[config.mk]
export PLATFORM = sky130hd
export DESIGN_NAME = dbuf_pwm_timer
export DESIGN_NICKNAME = d
export VERILOG_FILES = /design/src/rtl/dbuf_pwm_pkg.sv /design/src/rtl/dbuf_pwm_ctrl.sv /design/src/rtl/dbuf_pwm_dp.sv /design/src/rtl/dbuf_pwm_timer.sv
export SDC_FILE = /design/constraint.sdc
export NUM_CORES = 1
export LEC_CHECK = 0
export BUFFER_PORTS_ARGS = -buffer_cell sky130_fd_sc_hd__buf_4
export CAP_MARGIN = 30
export CORE_AREA = 2 2 132 134
export CTS_BUF_LIST = sky130_fd_sc_hd__clkbuf_8
export DETAILED_ROUTE_END_ITERATION = 10
export DIE_AREA = 0 0 134 136
export PLACE_DENSITY_LB_ADDON = 0.1
export SLEW_MARGIN = 20
export SYNTH_ARGS = -nofsm -noshare
export SYNTH_HDL_FRONTEND = slang
export SYNTH_SLANG_ARGS = --single-unit
[constraint.sdc]
create_clock -name clk -period 4.6 [get_ports clk]
set_input_delay 0 -clock clk [delete_from_list [all_inputs] [get_ports clk]]
set_output_delay 0 -clock clk [all_outputs]
set_load 0.05 [all_outputs]
[src/rtl/dbuf_pwm_pkg.sv]
package dbuf_pwm_pkg;
  parameter int CNT_W       = 16;
  parameter int ADDR_W      = 3;
  parameter int PSC_SEL_W   = 3;
  parameter int PSC_MAX_LOG = 6;

  localparam logic [ADDR_W-1:0] ADR_MOD  = ADDR_W'(0);
  localparam logic [ADDR_W-1:0] ADR_PSC  = ADDR_W'(1);
  localparam logic [ADDR_W-1:0] ADR_CH0  = ADDR_W'(2);
  localparam logic [ADDR_W-1:0] ADR_CH1  = ADDR_W'(3);
  localparam logic [ADDR_W-1:0] ADR_LINK = ADDR_W'(4);

  typedef struct packed {
    logic ldMod;
    logic ldPsc;
    logic ldCh0;
    logic ldCh1;
  } wrStrobe_t;
endpackage

[src/rtl/dbuf_pwm_ctrl.sv]
module dbuf_pwm_ctrl
  import dbuf_pwm_pkg::*;
#(
  parameter int AW = ADDR_W
) (
  input  logic          clk,
  input  logic          rstN,
  input  logic          wrEn,
  input  logic [AW-1:0] wrAddr,
  input  logic          linkBit,
  input  logic          wrapTick,
  output wrStrobe_t     strb,
  output logic          useCh1
);
  logic linkEn, selQ, lastWr, ldLink;

  always_comb begin
    strb.ldMod = wrEn && (wrAddr == AW'(ADR_MOD));
    strb.ldPsc = wrEn && (wrAddr == AW'(ADR_PSC));
    strb.ldCh0 = wrEn && (wrAddr == AW'(ADR_CH0));
    strb.ldCh1 = wrEn && (wrAddr == AW'(ADR_CH1));
    ldLink     = wrEn && (wrAddr == AW'(ADR_LINK));
  end

  // owner for the compare this clock: swaps only on wrap
  always_comb useCh1 = wrapTick ? (linkEn && lastWr) : selQ;

  always_ff @(posedge clk) begin
    if (!rstN) begin
      linkEn <= 1'b0;
      selQ   <= 1'b0;
      lastWr <= 1'b0;
    end else begin
      selQ <= useCh1;
      if (strb.ldCh0) lastWr <= 1'b0;
      if (strb.ldCh1) lastWr <= 1'b1;
      if (ldLink) begin
        linkEn <= linkBit;
        selQ   <= 1'b0;
        lastWr <= 1'b0;
      end
    end
  end

  p_unlinked_ch0_r8: assert property (@(posedge clk) disable iff (!rstN)
    !linkEn |-> !selQ);
  p_link_restart_r9: assert property (@(posedge clk) disable iff (!rstN)
    ldLink |=> !selQ);
  p_owner_hold_r10: assert property (@(posedge clk) disable iff (!rstN)
    (!wrapTick && !ldLink) |=> $stable(selQ));
  p_owner_last_r11: assert property (@(posedge clk) disable iff (!rstN)
    (wrapTick && linkEn && !ldLink) |=> (selQ == $past(lastWr)));
endmodule

[src/rtl/dbuf_pwm_dp.sv]
module dbuf_pwm_dp
  import dbuf_pwm_pkg::*;
#(
  parameter int CW     = CNT_W,
  parameter int SW     = PSC_SEL_W,
  parameter int MAXLOG = PSC_MAX_LOG
) (
  input  logic          clk,
  input  logic          rstN,
  input  wrStrobe_t     strb,
  input  logic          useCh1,
  input  logic [CW-1:0] wrData,
  output logic          wrapTick,
  output logic          pwmOut,
  output logic          ovfFlag,
  output logic          cmpFlag
);
  localparam int PCW = (MAXLOG > 0) ? MAXLOG : 1;

  logic [CW-1:0] modQ, ch0Q, ch1Q, cnt, cntNext, activeVal;
  logic [SW-1:0] pscSelQ;
  logic          tick, hit, pwmQ, ovfQ, cmpQ;

  generate
    if (MAXLOG == 0) begin : g_noPsc
      assign tick = 1'b1;
    end else begin : g_psc
      logic [PCW-1:0] pscCnt, pscMask;
      logic [SW-1:0]  effLog;
      always_comb begin
        effLog  = (int'(pscSelQ) > MAXLOG) ? SW'(MAXLOG) : pscSelQ;
        pscMask = (PCW'(1) << effLog) - PCW'(1);
      end
      assign tick = ((pscCnt & pscMask) == pscMask);
      always_ff @(posedge clk) begin
        if (!rstN) pscCnt <= '0;
        else       pscCnt <= pscCnt + PCW'(1);
      end
    end
  endgenerate

  always_comb begin
    wrapTick  = tick && (cnt >= modQ);
    cntNext   = wrapTick ? '0 : cnt + CW'(1);
    activeVal = useCh1 ? ch1Q : ch0Q;
    hit       = (cntNext == activeVal);
  end

  always_ff @(posedge clk) begin
    if (!rstN) begin
      modQ <= '1; pscSelQ <= '0; ch0Q <= '0; ch1Q <= '0;
      cnt <= '0; pwmQ <= 1'b0; ovfQ <= 1'b0; cmpQ <= 1'b0;
    end else begin
      ovfQ <= wrapTick;
      cmpQ <= tick && hit;
      if (tick) begin
        cnt <= cntNext;
        if (hit)           pwmQ <= 1'b0;
        else if (wrapTick) pwmQ <= (activeVal != '0);
      end
      if (strb.ldMod) modQ    <= wrData;
      if (strb.ldPsc) pscSelQ <= wrData[SW-1:0];
      if (strb.ldCh0) ch0Q    <= wrData;
      if (strb.ldCh1) ch1Q    <= wrData;
    end
  end

  assign pwmOut  = pwmQ;
  assign ovfFlag = ovfQ;
  assign cmpFlag = cmpQ;

  p_ovf_zero_r4: assert property (@(posedge clk) disable iff (!rstN)
    ovfQ |-> (cnt == '0));
  p_cmp_low_r7: assert property (@(posedge clk) disable iff (!rstN)
    cmpQ |-> !pwmQ);
  p_cnt_hold_r3: assert property (@(posedge clk) disable iff (!rstN)
    !tick |=> $stable(cnt));
  p_full_duty_r6: assert property (@(posedge clk) disable iff (!rstN)
    (wrapTick && (activeVal > modQ)) |=> pwmQ);
endmodule

[src/rtl/dbuf_pwm_timer.sv]
module dbuf_pwm_timer
  import dbuf_pwm_pkg::*;
#(
  parameter int CW     = CNT_W,
  parameter int AW     = ADDR_W,
  parameter int SW     = PSC_SEL_W,
  parameter int MAXLOG = PSC_MAX_LOG
) (
  input  logic          clk,
  input  logic          rstN,
  input  logic          wrEn,
  input  logic [AW-1:0] wrAddr,
  input  logic [CW-1:0] wrData,
  output logic          pwmOut,
  output logic          ovfFlag,
  output logic          cmpFlag
);
  wrStrobe_t strb;
  logic      useCh1, wrapTick;

  dbuf_pwm_ctrl #(.AW(AW)) u_ctrl (
    .clk(clk), .rstN(rstN), .wrEn(wrEn), .wrAddr(wrAddr),
    .linkBit(wrData[0]), .wrapTick(wrapTick), .strb(strb), .useCh1(useCh1)
  );

  dbuf_pwm_dp #(.CW(CW), .SW(SW), .MAXLOG(MAXLOG)) u_dp (
    .clk(clk), .rstN(rstN), .strb(strb), .useCh1(useCh1), .wrData(wrData),
    .wrapTick(wrapTick), .pwmOut(pwmOut), .ovfFlag(ovfFlag), .cmpFlag(cmpFlag)
  );
endmodule

# [After elaboration in Yosys (flattened, before gate mapping)]
# Index checks and enable logic that the tools add are counted.
[word_totals] regBits=79 input_bits=22
[classes] add_sub_neg=3 magnitude_cmp=2 eq_ne=6 shift=1 mux=8 bitwise_logic=2 n_reduce_logical=14
[ops] cell="2-to-1 mux 16 bit" n=2
[ops] cell="adder 16 x 1 -> 16 bit (second input constant)" n=1
[ops] cell="== test 16 bit" n=1
[ops] cell=">= comparator 16 bit" n=1
[ops] cell="nonzero test 16 bit" n=1
[ops] cell="logical AND 1 bit" n=8
[ops] cell="adder 6 x 1 -> 6 bit (second input constant)" n=1
[ops] cell="bitwise AND 6 bit" n=1
[ops] cell="== test 3 x 2 -> 1 bit (second input constant)" n=2
[ops] cell="== test 6 bit" n=1
[ops] cell="left shift 1 x 3 -> 6 bit (first input constant)" n=1
[ops] cell="subtractor 6 x 2 -> 6 bit (second input constant)" n=1
[ops] cell="2-to-1 mux 1 bit" n=5
[ops] cell="nonzero test 2 bit" n=2
[ops] cell="== test 3 x 1 -> 1 bit (second input constant)" n=1
[ops] cell="== test 3 bit (second input constant)" n=1
[ops] cell="greater-than comparator 3 bit (second input constant)" n=1
[ops] cell="logical NOT 3 bit" n=1
[ops] cell="2-to-1 mux 3 bit" n=1
[ops] cell="AND reduction 2 bit" n=1
[ops] cell="OR reduction 2 bit" n=1
[ops] cell="NOT 1 bit" n=1

# [Logic depth before layout (Yosys ltp)]
[logic_depth] ltp_word=12 depth_mapped=14

# [Hierarchy]
# Synthesis repeated with hierarchy kept, for this count alone.
[hier_totals] hier_cells=501 hier_area_um2=4385.5
[modules_own_cells] mod="dbuf_pwm_dp" instances=1 cells_each=478 area_each_um2=4207.8 seq_area_each_um2=1521.5
[modules_own_cells] mod="dbuf_pwm_ctrl" instances=1 cells_each=23 area_each_um2=177.7 seq_area_each_um2=60.1

# [Worst setup path before layout]
# Ideal clock, no wire load.
[synth_timing] kind="flip-flop to flip-flop" from="reg u_dp.cnt[13]" to="reg u_dp.pwmQ (netlist: u_dp.pwmOut)" arrival_ns=3.209 required_ns=4.479 slack_ns=1.269 path_stages_with_launch=13 period_less_slack_ns=3.331 path_cell_list="dfxtp_1 ha_1 nand4_2 nor3_1 or4b_4 a311oi_4 mux2i_1 buf_6 mux2i_1 or4_1 a21oi_1 o31a_1 o21ai_0"
[synth_between] elab_chain_cells=7 word_cells_on_any_way=12
[synth_rtl] item="from (decl)" line="dbuf_pwm_dp.sv:20" text="logic [CW-1:0] modQ, ch0Q, ch1Q, cnt, cntNext, activeVal;"
[synth_rtl] item="from (signal assigned)" line="dbuf_pwm_dp.sv:57" text="cnt <= cntNext;"
[synth_rtl] item=">= comparator 16 bit" line="dbuf_pwm_dp.sv:43" text="wrapTick = tick && (cnt >= modQ);"
[synth_rtl] item="logical AND 1 bit" line="dbuf_pwm_dp.sv:43"
[synth_rtl] item="2-to-1 mux 1 bit" line="dbuf_pwm_ctrl.sv:26" text="always_comb useCh1 = wrapTick ? (linkEn && lastWr) : selQ;"
[synth_rtl] item="2-to-1 mux 16 bit" line="dbuf_pwm_dp.sv:45" text="activeVal = useCh1 ? ch1Q : ch0Q;"
[synth_rtl] item="== test 16 bit / nonzero test 16 bit (equally long branches)" line="dbuf_pwm_dp.sv:46, dbuf_pwm_dp.sv:59"
[synth_rtl] item="nonzero test 2 bit (no line) / 2-to-1 mux 1 bit (equally long branches)"
[synth_rtl] item="AND reduction 2 bit (no line) / 2-to-1 mux 1 bit (equally long branches)"
[synth_rtl] item="to (signal assigned)" line="dbuf_pwm_dp.sv:59" text="else if (wrapTick) pwmQ <= (activeVal != '0);"
[synth_rtl] item="to (decl)" line="dbuf_pwm_dp.sv:22" text="logic tick, hit, pwmQ, ovfQ, cmpQ;"
# Several ways; a longest one is shown, not always the timed one. The select of a mux whose other input is x is not followed.
# A chain may end at the register's enable or synchronous reset.

# [Final worst setup path]
[layout_timing] from="reg u_dp.cnt[9]" to="reg u_dp.pwmQ (netlist: u_dp.pwmOut)"
# Same word-level chain as after synthesis.

==> metrics.md <==
| Metric | Value |
|---|---|
| Critical Path End Type | `flop` |
| Count of port buffers added during placement | `24` |
| Final Hold Vio Count | `0` |
| Final Critical Period | `3.88 ns` |
| Initial Util | `between 20% and 30%` |
| Total clock buffers created by CTS | `9` |
| Initial antenna violation count | `0` |
| IO Count | `25` |
| Fillers | `~1800` |
| Clk Latency, worst-skew pair | `0.37 ns` |
| All-Layer GR Usage | `14.1%` |
| Detail Route Antenna Nets | `0` |
| Busiest grt layer | `met2` |
| H-tree depth | `3` |
| Clock transition at path regs | `roughly 0.080 ns` |
| Wirelength per Cell | `roughly 15 µm` |
| Critical Path RT | `4.86 ns` |
| Synth async-reset ratio | `0%` |
| Critical path origin | `u_dp.cnt[9]` |
| PwrDens | `around 300 nW/µm²` |
| Synth warn | `0` |
| Number of flops mapped to enable cells by yosys | `0` |
| Final setup fails | `0` |
| GPL Wtd Cong | `a little under 0.8` |
| Post-Synthesis Cells | `521` |
| Pin slew with the least headroom to its limit | `0.784 ns` |
| TritonRoute pass-1 iters | `4` |
| Worst reg2reg endpoint | `u_dp.pwmOut` |
| Unrepaired setup endpoints after global routing | `no` |
| Met1 Resource Use GR | `18.9%` |
| Via density | `4.57` |
| Placement Cell Area | `4560 µm²` |
| Drt initial violations | `between 150 and 200` |
| Clock tree buffer depth | `2` |
| # nets final | `about 600` |
| Largest net degree at the start of global routing | `33` |
| Most frequent cells in the layout | `nand2_1, dfxtp_1, a21oi_1` |
| Vias in the first global route | `3411` |
| Kind of critical path | `reg -> reg` |
| F_max | `approximately 260 MHz` |
| Slew headroom | `around 48%` |
| GR Util met3 | `roughly 2.8%` |
| Met2 usage | `a little under a quarter` |
| Hold slack | `approximately 0.035 ns` |
| Outcome | `complete, no violations` |
| Post_cts resized | `0` |
| Post-route clock skew | `slightly above 0.007 ns` |
| WL final | `~12 mm` |
| DP HPWL | `9.07 mm` |
| Leak | `2.07 nW` |
| Unique masters post-synth | `42` |
| Crit path capture | `u_dp.pwmOut` |
| Critical path arrival | `~4.1 ns` |
| Final Cell Area | `roughly 5000 µm²` |
| Grt total ovfl | `0` |
| Die X | `approximately 130 µm` |
| R2R setup slack | `about 0.72 ns` |
| FF+latch count, synth | `a little under 80` |
| Max-cap violations | `0` |
| CTS tree | `built` |
| Share of layout cells above drive strength 1 | `between 8 and 9%` |
| Row count | `48` |
| Final Max Tran Viols | `0` |
| Final worst path period share | `a little over four fifths` |
| First-pass GRT wire length | `19.5 mm` |
| Reg-to-Reg Start | `u_dp.cnt[9]` |
| Commonest non-fill, non-tap cell in the layout | `nand2_1` |
| CTS Root Buffer Type | `clkbuf_8` |
| Main synth FF type | `dfxtp_1` |
| Die area | `18200 µm²` |
| Diode count | `0` |
| Reg2reg path depth | `12` |
| Drt drc | `0` |
| Setup TNS | `0 ns` |
| Mean Syn Cell Area | `7.92 µm²` |
| Post-Place Cells | `around 750` |
| DIE HEIGHT | `around 140 µm` |
| Sequential cell area fraction in the yosys report | `a little under two fifths` |
| Core outline area | `about 17000 µm²` |
| Setup crit start kind | `flop` |
| Peak VDD IR | `about 150 µV` |
| Clock sink count | `79` |
| Non-Filler Instances | `around 790` |
| Mapped cell area | `4130 µm²` |
| Power, Total | `around 0.0015 W` |
| Vias | `3632` |
| Synth Net Count | `~560` |
| Hold Crit Class | `in -> reg` |
| Post CTS Setup Buffer Count | `0` |
| CP Max Fanout | `19` |
| Synthesis-to-layout area growth | `22.2%` |
report_power, final:
part | switching (W) | internal (W) | leakage (nW)
clock | 0.000271 | 0.000358 | 0.122
combinational | 0.0000865 | 0.0000673 | 1.31
sequential | 0.0000167 | 0.000701 | 0.641
how the worst min path moves through the flow:
stage	from	end	slack [ns]	depth (start not counted)
after CTS	wrEn	u_ctrl.lastWr	0.02	4
after global routing	wrEn	u_ctrl.lastWr	0.05	4
after floorplan	wrData[0]	u_dp.ch0Q[0]	0.14	2
after detailed placement	wrData[6]	u_dp.modQ[6]	0.26	3
final	wrEn	u_ctrl.lastWr	0.03	4
after global placement	wrData[5]	u_dp.modQ[5]	0.25	3
kinds of logic (layout without fill, tap and decap cells):
group / after synthesis / count (layout) / share of synthesized area (%)
buffers and inverters: 48 / 96 / 4.94
xor gates and xnor gates: 31 / 31 / 6.58
muxes: 19 / 19 / 4.64
AOI/OAI and AO/OA: 109 / 109 / 16.0
and+or+nand+nor: 217 / 217 / 24.0
adders and majority gates: 18 / 18 / 5.46
DFF: 79 / 79 / 38.3
repair_timing:
action,in CTS,in global routing
endpoints found under the hold margin,55,0
hold buffers,25,0
setup endpoints to repair,0,0
layout make-up:
cell class / count / area, µm² / area share (%)
Tap cell: 225 / 282 / 5.58
Clock inverter: 7 / 114 / 2.26
Clock buffer: 9 / 124 / 2.46
Sequential cell: 79 / 1580 / 31.4
Inverter: 23 / 86.3 / 1.71
Timing Repair Buffer: 57 / 510 / 10.1
Multi-Input combinational cell: 394 / 2350 / 46.5
flip-flops by register name, indices dropped and copies added (netlist names):
register           count
u_ctrl.lastWr          1
u_dp.pwmOut            1
u_ctrl.linkEn          1
u_dp.cmpFlag           1
u_dp.pscSelQ           3
u_dp.ch1Q             16
u_dp.ovfFlag           1
u_dp.ch0Q             16
u_dp.modQ             16
u_dp.g_psc.pscCnt      6
u_dp.cnt              16
u_ctrl.selQ            1
synth_stat cells, types with 2 or more instances:
cell / number / area (µm²)
mux2i_1: 18 / 180
a22oi_1: 5 / 37.5
and2_1: 6 / 37.5
and4_1: 4 / 35.0
inv_1: 22 / 82.6
nand3b_1: 7 / 52.6
a21oi_1: 54 / 270
o211ai_1: 17 / 128
a2bb2oi_1: 2 / 17.5
nand3_1: 14 / 70.1
and3_1: 6 / 37.5
nor2_1: 37 / 139
nand4_1: 3 / 18.8
clkbuf_1: 22 / 82.6
a21o_1: 3 / 22.5
o21a_1: 2 / 15.0
nor3_1: 6 / 30.0
ha_1: 18 / 225
nand2_1: 114 / 428
or4_1: 2 / 15.0
nor2b_1: 4 / 25.0
xnor2_1: 16 / 140
o21ai_0: 19 / 95.1
nor4_1: 10 / 62.6
dfxtp_1: 79 / 1580
xor2_1: 15 / 131
metal layers:
layer | vias up | share of wire [%]
li1 | 1883 | -
met2 | 60 | 46
met4 | 0 | 1.2
met5 | - | 0
met1 | 1680 | 49
met3 | 9 | 3.3
stage by stage:
| stage | util [%] | setup slack, ns |
|---|---|---|
| 6_report | 29.9 | 0.724 |
| 5_1_grt | 29.9 | 0.448 |
| 4_1_cts | 29.9 | 0.748 |
| 3_5_place_dp | 27.0 | 0.759 |
| 3_3_place_gp | 26.8 | 0.841 |
| 2_1_floorplan | - | 1.27 |
critical path, stage by stage, from the launching register on:
cell	delay, ns
dfxtp_1	0.38
ha_1	0.32
nand4_1	0.19
nor3_1	0.21
or4b_4	0.50
a311oi_4	0.52
mux2i_2	0.26
buf_4	0.31
mux2i_1	0.26
xnor2_1	0.09
nor4_1	0.32
and4_1	0.29
o21ai_0	0.10
No activity file was read; power rests on OpenSTA's default activity.
